File: config.mk
export PLATFORM = sky130hd
export DESIGN_NAME = pwm3_gen
export DESIGN_NICKNAME = d
export VERILOG_FILES = /design/src/rtl/pwm3_gen.sv
export SDC_FILE = /design/constraint.sdc
export NUM_CORES = 1
export LEC_CHECK = 0
export BUFFER_PORTS_ARGS = -buffer_cell sky130_fd_sc_hd__buf_2
export CAP_MARGIN = 30
export CORE_ASPECT_RATIO = 1.25
export CORE_MARGIN = 2
export CORE_UTILIZATION = 40
export DETAILED_ROUTE_END_ITERATION = 10
export PLACE_DENSITY = 0.61
export SLEW_MARGIN = 20
export SYNTH_ARGS = -nofsm -noshare
export SYNTH_HDL_FRONTEND = slang
export SYNTH_SLANG_ARGS = --single-unit
File: constraint.sdc
create_clock -name clk -period 4.9 [get_ports clk]
set_input_delay 0.98 -clock clk [delete_from_list [all_inputs] [get_ports clk]]
set_output_delay 0.98 -clock clk [all_outputs]
set_load 0.02 [all_outputs]
File: src/rtl/pwm3_gen.sv
module pwm3_gen #(
  parameter int CW = 12,
  parameter int PW = CW + 1,
  parameter int RW = 8,
  parameter int SW = 3,
  parameter int DW = 16,
  parameter int AW = 3
) (
  input  logic          clk,
  input  logic          rst_n,
  input  logic          wr_en,
  input  logic [AW-1:0] wr_addr,
  input  logic [DW-1:0] wr_data,
  output logic          pwm_u,
  output logic          pwm_v,
  output logic          pwm_w,
  output logic          upd_evt
);
  localparam logic [AW-1:0] A_CTRL = 0, A_PER = 1, A_CU = 2, A_CV = 3, A_CW = 4, A_REP = 5;
  localparam logic [CW-1:0] CNT_ONE = 1;
  localparam logic [SW-1:0] DIV_ONE = 1;
  localparam logic [RW-1:0] REP_ONE = 1;

  logic          run, center, upd_en;
  logic [SW-1:0] psc, psc_cnt;
  logic [CW-1:0] per_pre, per_act, cnt;
  logic [PW-1:0] cmp_pre [3];
  logic [PW-1:0] cmp_act [3];
  logic [RW-1:0] rep_reg, rep_cnt;
  logic          dir_up;
  logic [2:0]    hi_v, pwm_q;
  logic          upd_q;
  logic          tick, wrap, xfer;
  logic [PW-1:0] cnt_x;
  logic          unused_bits;

  assign unused_bits = ^wr_data[DW-1:PW];

  assign tick  = run && (psc_cnt >= psc);
  assign wrap  = tick && ((center && !dir_up) ? (cnt == '0) : (cnt >= per_act));
  assign xfer  = wrap && (rep_cnt == '0);
  assign cnt_x = PW'(cnt);

  always_ff @(posedge clk or negedge rst_n) begin
    if (!rst_n) begin
      run <= 1'b0; center <= 1'b0; upd_en <= 1'b0; psc <= '0;
      per_pre <= '0; rep_reg <= '0;
      cmp_pre[0] <= '0; cmp_pre[1] <= '0; cmp_pre[2] <= '0;
    end else if (wr_en) begin
      case (wr_addr)
        A_CTRL: begin
          run    <= wr_data[0];
          center <= wr_data[1];
          upd_en <= wr_data[2];
          psc    <= wr_data[4 +: SW];
        end
        A_PER:  per_pre    <= wr_data[CW-1:0];
        A_CU:   cmp_pre[0] <= wr_data[PW-1:0];
        A_CV:   cmp_pre[1] <= wr_data[PW-1:0];
        A_CW:   cmp_pre[2] <= wr_data[PW-1:0];
        A_REP:  rep_reg    <= wr_data[RW-1:0];
        default: ;
      endcase
    end
  end

  always_ff @(posedge clk or negedge rst_n) begin
    if (!rst_n)    psc_cnt <= '0;
    else if (tick) psc_cnt <= '0;
    else if (run)  psc_cnt <= psc_cnt + DIV_ONE;
  end

  always_ff @(posedge clk or negedge rst_n) begin
    if (!rst_n) begin
      cnt    <= '0;
      dir_up <= 1'b1;
    end else if (tick) begin
      if (!center) begin
        dir_up <= 1'b1;
        cnt    <= wrap ? '0 : cnt + CNT_ONE;
      end else if (dir_up) begin
        if (wrap) begin
          dir_up <= 1'b0;
          if (cnt != '0) cnt <= cnt - CNT_ONE;
        end else begin
          cnt <= cnt + CNT_ONE;
        end
      end else begin
        if (wrap) begin
          dir_up <= 1'b1;
          if (per_act != '0) cnt <= CNT_ONE;
        end else begin
          cnt <= cnt - CNT_ONE;
        end
      end
    end
  end

  always_ff @(posedge clk or negedge rst_n) begin
    if (!rst_n) begin
      rep_cnt <= '0;
      per_act <= '0;
      cmp_act[0] <= '0; cmp_act[1] <= '0; cmp_act[2] <= '0;
    end else if (wrap) begin
      if (rep_cnt == '0) begin
        rep_cnt    <= rep_reg;
        per_act    <= per_pre;
        cmp_act[0] <= cmp_pre[0];
        cmp_act[1] <= cmp_pre[1];
        cmp_act[2] <= cmp_pre[2];
      end else begin
        rep_cnt <= rep_cnt - REP_ONE;
      end
    end
  end

  for (genvar i = 0; i < 3; i++) begin : g_ph
    assign hi_v[i] = (cmp_act[i] != '0) &&
                     ((center && !dir_up) ? (cnt_x <= cmp_act[i]) : (cnt_x < cmp_act[i]));
  end

  always_ff @(posedge clk or negedge rst_n) begin
    if (!rst_n) begin
      pwm_q <= '0;
      upd_q <= 1'b0;
    end else begin
      pwm_q <= hi_v;
      upd_q <= xfer && upd_en;
    end
  end

  assign pwm_u   = pwm_q[0];
  assign pwm_v   = pwm_q[1];
  assign pwm_w   = pwm_q[2];
  assign upd_evt = upd_q;

  a_r2_div_gap: assert property (@(posedge clk) disable iff (!rst_n)
    (tick && psc != '0 && !wr_en) |=> !tick);
  a_r3_edge_clear: assert property (@(posedge clk) disable iff (!rst_n)
    (wrap && !center) |=> (cnt == '0));
  a_r4_center_turn: assert property (@(posedge clk) disable iff (!rst_n)
    (wrap && center && dir_up) |=> !dir_up);
  a_r5_zero_low: assert property (@(posedge clk) disable iff (!rst_n)
    (cmp_act[0] == '0) |=> !pwm_u);
  a_r6_xfer_only: assert property (@(posedge clk) disable iff (!rst_n)
    (!$stable(per_act) || !$stable(cmp_act[1])) |-> $past(wrap && rep_cnt == '0));
  a_r7_count_down: assert property (@(posedge clk) disable iff (!rst_n)
    (wrap && rep_cnt != '0) |=> (rep_cnt == $past(rep_cnt) - REP_ONE));
  a_r8_pulse_src: assert property (@(posedge clk) disable iff (!rst_n)
    upd_evt |-> $past(upd_en));
  a_r9_idle_hold: assert property (@(posedge clk) disable iff (!rst_n)
    !run |=> $stable(cnt));
endmodule

==> results of run 1 <==
## layer usage
metal,wire [um],up-vias,share of wire,track usage
met5,0,-,0,0
met3,513,32,0.029,0.0295
li1,-,2476,-,-
met2,9130,84,0.52,0.311
met4,612,0,0.035,0.0894
met1,7390,2626,0.42,0.220
## power breakdown
group	switching [mW]	internal (mW)	total [mW]
clock	0.494	0.721	1.22
combinational	1.19	1.03	2.22
sequential	0.385	1.54	1.93
## worst register-to-register path, delay by kind of cell (launching register included)
kind / cells / cell delay, ns
adder cells (fa/ha/maj): 1 / 0.26
multiplexers: 1 / 0.37
AND/OR/NAND/NOR: 4 / 1.70
buffers and inverters: 2 / 0.59
AO/OA/AOI/OAI: 1 / 0.39
flip-flops: 1 / 0.43
## synth_stat cells (5+ instances only)
library cell / number
buf_6: 6
dfrtp_1: 143
a21o_1: 8
inv_1: 55
nand3_1: 15
nand2_1: 37
mux2_2: 66
mux2_4: 49
or3_1: 5
clkbuf_1: 10
o211ai_1: 6
or4_1: 8
nor2_1: 36
nand4_1: 9
ha_1: 56
o21ai_0: 26
nand2b_1: 7
nor2b_1: 8
a21oi_1: 21
nor4_1: 10
nor3_1: 7
## worst min-delay path by stage
stage	end	depth (start not counted)
after CTS	cmp_act[12]	1
after global placement	rep_cnt[7]	1
after global routing	cmp_act[12]	1
final	cmp_act[12]	1
after floorplan	rep_cnt[7]	1
after detailed placement	cmp_act[12]	1
## cell families after synthesis
| logic type | after synthesis | share of synthesized area |
|---|---|---|
| DFF | 144 | 0.465 |
| buffers and inverters | 75 | 0.0426 |
| and+or+nand+nor | 157 | 0.104 |
| AOI/OAI and AO/OA | 114 | 0.102 |
| muxes | 119 | 0.196 |
| adders and majority gates | 56 | 0.0904 |
## layout make-up
class,count,area (um2),area share
clock inverter,8,85.1,0.00981
tap,232,290,0.0335
inverter,55,206,0.0238
sequential,144,3600,0.416
multi-input combinational,446,3820,0.440
timing repair buffer,31,204,0.0235
clock buffer,22,464,0.0535
## cells in the final DEF, fill, tap and decap left out, drive strengths merged, types with 6 or more instances in the layout
cell type and count:
dfrtp 143, nand4 9, nor3 8, ha 56
clkbuf 22, nand3 15, mux2 115, o21ai 29
nor2b 8, inv 55, a21o 8, nor2 36
buf 31, or4 8, nand2 38, a21oi 22
o211ai 6, nor4 10, nand2b 7
## stage by stage
stage	hold slack, ns	power (mW)	cell area (um2)	cells
final	0.498	5.36	8670	938
after global routing	0.511	5.76	8670	938
after CTS	0.501	5.38	8650	937
after detailed placement	0.488	4.14	8100	907
after global placement	0.476	4.01	8080	905
after floorplan	0.448	3.47	7750	665
==> key figures, run 1 <==
Run
  • Max Cap Viol: 0

Layout
  • Fillcell total: around 1.7k
  • Ratio of cells with drive above 1 in the final layout: 0.261
  • Largest regs: cmp_act (39), cmp_pre (39)
  • Post-layout util: 0.460
  • Area delta synth->final: 11.9%
  • N_diodes: 0
  • Final Net Count: approximately 770

Clock network
  • CTS Root Buffer Type: clkbuf_16
  • Num CTS Buffers: 17
  • Clock Path Buffers: 2
  • H-tree Lvls: 4
  • Postcts setup bufs: 0
  • Clock Sinks: ~140
  • Cts repair resizes: 0
  • Clk_lat worst skew: ~0.43 ns
  • TritonCTS clock tree: done
  • Cts-stage hold buffer count: 0
  • Clk slew on worst S/H paths: ~0.060 ns

STA
  • Max_slew headroom: 0.452
  • Worst Max-Slew Pin Slew: approximately 0.82 ns
  • Final Cycle Share: 0.783
  • Sum Neg Setup Slack: 0 ns
  • Max Transition Viols Final: 0
  • Tmin final: around 3.8 ns
  • Unrepaired setup endpoints after global routing: false
  • Setup ws final: between 1 and 1.5 ns
  • Final setup viols: 0
  • Fin. Hold Viols: 0
  • Fmax: around 0.26 GHz
  • Skew final: 0.0161 ns

Route
  • Wire per inst: between 15 and 20 um
  • Initial DRC count: ~250
  • Remaining DRCs: 0
  • Vias: roughly 5.2k
  • Vias per cell: around 5.6
  • DR pass1 iterations: 5
  • Detail Route Antenna Nets: 0
  • Routed WL: roughly 18000 um

Critical path
  • CP Capture Type: flop
  • Levels on crit path: 9
  • WP buf/inv: 2
  • Reg2Reg Setup Slack: 1.06 ns
  • Worst path arrival time: roughly 4.2 ns
  • Largest stage delay, worst path: roughly 0.66 ns
  • Reg-to-reg endpoint: cmp_act[38]
  • R2R depth: 9
  • Setup Crit Path Kind: flop to flop
  • CP max-delay cell: or4_1
  • CP Launch Type: flop
  • End of the critical path: cmp_act[38]
  • Crit path max fanout: 38
  • Critical path cell sequence: inv_1, ha_1, or3b_1, or3_1, or4_1, a21oi_4, nand2_4, buf_16, mux2_4
  • WP data required: approximately 5.2 ns
  • CP startpoint: cnt[0]
  • CP top delay family: simple AND/OR/NAND/NOR gates
  • R2R Path Start: cnt[0]

Yosys
  • Synth Register Bits: ~140
  • Asr flop ratio synth: 1.00
  • Main synth FF type: dfrtp_1
  • EDFF count, synth: 0
  • Area contributors post-synth: dfrtp_1, mux2_2, mux2_4, ha_1, inv_1
  • Number of distinct library cells after synthesis: 65
  • Yosys top cell area share: 0.462
  • Post-Synthesis Cells: between 600 and 700
  • Syn_nets: approximately 740
  • Total of warnings raised by yosys: 0
  • Largest area contributor in the netlist: dfrtp_1
  • Post-synthesis cell area: slightly below 8000 um2
  • Register area share after synthesis: 0.465
  • Syn_area_per_cell: 11.7 um2

Power
  • Leakage power: about 4 nW
  • Peak supply drop: around 0.22 mV
  • PwrDens: ~620 nW/um2

Global route
  • Initial antenna violation count: 0
  • Largest net degree at the start of global routing: 90
  • Total GRT Usage: 0.181
  • Total gr overflow: 0
  • Vias in the first global route: about 5.5k
  • Global-route wire length before repair: roughly 29000 um

Status
  • Status: finished clean

Die
  • Die area: ~21000 um2
  • Ports: 26
  • Die width: between 100 and 150 um
  • Die height: between 150 and 200 um
  • Initial Utilization: 0.411
  • Core area: 18800 um2
  • Rows: 56

Placed design
  • Pre-CTS setup slack: ~0.83 ns
  • Number of port buffers: 22
  • HPWL Detailed: 12600 um
  • Final RePlAce weighted congestion: 0.867

Hold path
  • HP Start: cmp_pre[12]
  • HP Class: flop to flop
No activity file was read; power rests on OpenSTA's default activity.
==> run 2: changes to the inputs <==
- ABC_AREA: default -> 1
- clock period: 4.9 -> 3.85 ns (I/O delays scaled with it)
==> run 2 against run 1 <==
Net effect:
- clock skew shrank 0.0046 ns
- core utilization fell by 0.48 points
- sequential power rose by 14%
- die area is 2.0% lower
- worst hold slack worse by 0.13 ns
- flip-flop and latch count did not move
- first-iteration DRC count grew 33%
- cell count rose by 26%
- clock-buffer cell count decreased by 3
- total power grew 15%
- via count up 15%
- critical path type unchanged
- fmax up 39%
==> key figures, run 2 <==
Status
  • Status: finished clean

STA
  • Max Transition Viols Final: 0 (unchanged)
  • Fmax: 0.361 GHz (+39%)
  • Final setup viols: 0 (unchanged)
  • Fin. Hold Viols: 0 (unchanged)
  • Unrepaired setup endpoints after global routing: false
  • Sum Neg Setup Slack: 0 ns (unchanged)
  • Final Cycle Share: 0.719 (-0.0640)
  • Skew final: 0.0115 ns (-0.00461 ns)
  • Max_slew headroom: 0.481 (+0.0292)
  • Tmin final: 2.77 ns (-1.07 ns)
  • Worst Max-Slew Pin Slew: 0.777 ns (-0.0457 ns)

Yosys
  • Largest area contributor in the netlist: dfrtp_1
  • Main synth FF type: dfrtp_1
  • Synth Register Bits: 144 (unchanged)
  • Area contributors post-synth: dfrtp_1, nand2_1, ha_1, o21ai_0, inv_1
  • EDFF count, synth: 0 (unchanged)
  • Post-synth top cells: nand2_1, dfrtp_1, inv_1
  • Syn_nets: 995 (+34%)
  • Total of warnings raised by yosys: 0 (unchanged)
  • Syn_area_per_cell: 8.28 um2 (-29%)
  • Number of distinct library cells after synthesis: 38 (-42%)
  • Register area share after synthesis: 0.475 (+0.00982)
  • Asr flop ratio synth: 1.00 (unchanged)
  • Most frequent cell after synthesis: nand2_1
  • Post-synthesis cell area: 7590 um2 (-2.1%)
  • Yosys top cell area share: 0.472 (+0.00975)
  • Post-Synthesis Cells: 917 (+38%)

Die
  • Rows: 56 (unchanged)
  • Ports: 26 (unchanged)
  • Die width: 127 um (-1.0%)
  • Initial Utilization: 0.406 (-0.00548)
  • Die height: 158 um (-1.0%)
  • Core area: 18700 um2 (-0.74%)
  • Die area: 20100 um2 (-2.0%)

Placed design
  • Final RePlAce weighted congestion: 0.837 (-3.6%)
  • Number of port buffers: 22 (unchanged)
  • Placed Area: 7910 um2 (-2.3%)
  • HPWL Detailed: 12400 um (-1.7%)

Critical path
  • Worst path arrival time: 3.11 ns (-1.04 ns)
  • CP Capture Type: flop
  • R2R depth: 12 (+3)
  • Reg-to-reg endpoint: per_act[10]
  • CP most frequent cell: nand2_1
  • CP top delay family: simple AND/OR/NAND/NOR gates
  • R2R Path Start: cnt[9]
  • CP Launch Type: flop
  • Crit path max fanout: 100 (+160%)
  • Setup Crit Path Kind: flop to flop
  • Reg2Reg Setup Slack: 1.08 ns (+0.02 ns)
  • WP buf/inv: 1 (-1)
  • Critical path cell sequence: ha_1, nand2_1, nor2_1, nand2_1, nor2_1, nand2_1, nand2_1, nand2_2, nor2_4, buf_12, nand2_1, o21ai_1
  • CP max-delay cell: dfrtp_1
  • WP data required: 4.19 ns (-1.02 ns)
  • Largest stage delay, worst path: 0.55 ns (-0.11 ns)

Clock network
  • Num CTS Buffers: 17 (unchanged)
  • H-tree Lvls: 4 (unchanged)
  • Clk_lat worst skew: 0.42 ns (about the same)
  • CTS Root Buffer Type: clkbuf_16
  • TritonCTS clock tree: done
  • Clock Sinks: 144 (unchanged)
  • Clock Path Buffers: 2 (unchanged)
  • Postcts setup bufs: 0 (unchanged)
  • Clk slew on worst S/H paths: 0.06 ns (about the same)
  • Cts-stage hold buffer count: 0 (unchanged)
  • Cts repair resizes: 0 (unchanged)

Route
  • Remaining DRCs: 0 (unchanged)
  • Vias: 5980 (+15%)
  • Wire per inst: 15.3 um (-18%)
  • Vias per cell: 5.06 (-9.1%)
  • Detail Route Antenna Nets: 0 (unchanged)
  • DR pass1 iterations: 5 (unchanged)
  • Initial DRC count: 336 (+33%)
  • Routed WL: 18100 um (+2.8%)

Power
  • Leakage power: 4.20 nW (+2.7%)
  • Sw Pwr: 2.44 mW (+18%)
  • Int Power: 3.74 mW (+13%)
  • Clock power share: 0.263 (+0.037)
  • Sequential power share: 0.356 (-0.004)
  • PwrDens: 725 nW/um2 (+17%)
  • Peak supply drop: 0.369 mV (+67%)
  • Combinational cell fraction of total power: 0.381 (-0.033)
  • Switch share: 0.395 (+0.00965)

Layout
  • Commonest non-fill, non-tap cells in the layout: nand2_1, dfrtp_1, inv_1
  • N_diodes: 0 (unchanged)
  • Largest regs: cmp_act (39), cmp_pre (39)
  • Ratio of cells with drive above 1 in the final layout: 0.0821 (-0.179)
  • Most common cell after layout, fill and taps aside: nand2_1
  • Final Net Count: 1015 (+31%)
  • Finished Cell Area: 8520 um2 (-1.8%)
  • Area delta synth->final: 12.3%

Global route
  • Total gr overflow: 0 (unchanged)
  • Vias in the first global route: 5855 (+6.1%)
  • Initial antenna violation count: 0 (unchanged)
  • Total GRT Usage: 0.195 (+0.0138)
  • Global-route wire length before repair: 30000 um (+4.5%)
  • Largest net degree at the start of global routing: 101 (+12%)

Run
  • Max Cap Viol: 0 (unchanged)

Hold path
  • HP Class: input port to async pin
run 2: changes by cell type after synthesis, sizes merged, moves of 9 or more:
cell / before / now
inv: 55 / 112
nand3: 15 / 30
o21ai: 29 / 154
xor2: 0 / 15
mux2: 115 / 0
nand4: 9 / 22
nor2: 36 / 45
nand2: 38 / 253
run 2: kinds of logic (layout without fill, tap and decap cells):
group / after synthesis / after routing / share of synthesized area
AOI/OAI and AO/OA: 194 / 194 / 0.134
buffers and inverters: 139 / 172 / 0.0735
adders and majority gates: 56 / 56 / 0.0923
DFF: 144 / 144 / 0.475
xor gates and xnor gates: 16 / 16 / 0.0185
and+or+nand+nor: 368 / 368 / 0.207
run 2: metrics by stage:
| step | power, mW | hold slack (ns) | utilization | instances | worst slack, ns |
|---|---|---|---|---|---|
| final | 6.18 | 0.373 | 0.455 | 1182 | 1.08 |
| after global placement | 4.51 | 0.463 | 0.423 | 1148 | 1.17 |
| after global routing | 6.73 | 0.459 | 0.455 | 1182 | 0.850 |
| after detailed placement | 4.58 | 0.464 | 0.423 | 1148 | 1.14 |
| after CTS | 6.23 | 0.426 | 0.454 | 1180 | 1.11 |
| after floorplan | 3.93 | 0.445 | - | 917 | 1.85 |
run 2: cell type report:
type	count	area [um2]
inverters	112	420
clock inverters	13	138
repair buffers	28	198
flip-flops and latches	144	3600
well taps	232	290
clock buffers	19	443
multi-input cells	634	3430
fillers	1816	10200
run 2: layer usage:
layer	global-route usage	up-vias	routed length, um
li1	-	3058	-
met1	0.245	2805	8260
met2	0.341	96	8970
met3	0.0311	21	568
met4	0.0717	0	338
met5	0	-	0
run 2: power by group through the flow:
stage               clock (mW)  combinational [mW]  sequential [mW]
global placement             0                2.30             2.22
detailed placement           0                2.36             2.22
global route              1.73                2.75             2.25
finish                    1.63                2.35             2.20
CTS                       1.66                2.37             2.20
floorplan                    0                1.83             2.10
run 2: worst max path at each step:
stage                      start          end  cells after the start
after global routing      cnt[9]  per_act[10]                     12
final                     cnt[9]  per_act[10]                     12
after global placement    cnt[9]  per_act[10]                     12
after floorplan           cnt[0]  cmp_act[25]                     10
after CTS                 cnt[9]  per_act[10]                     12
after detailed placement  cnt[9]  per_act[10]                     12
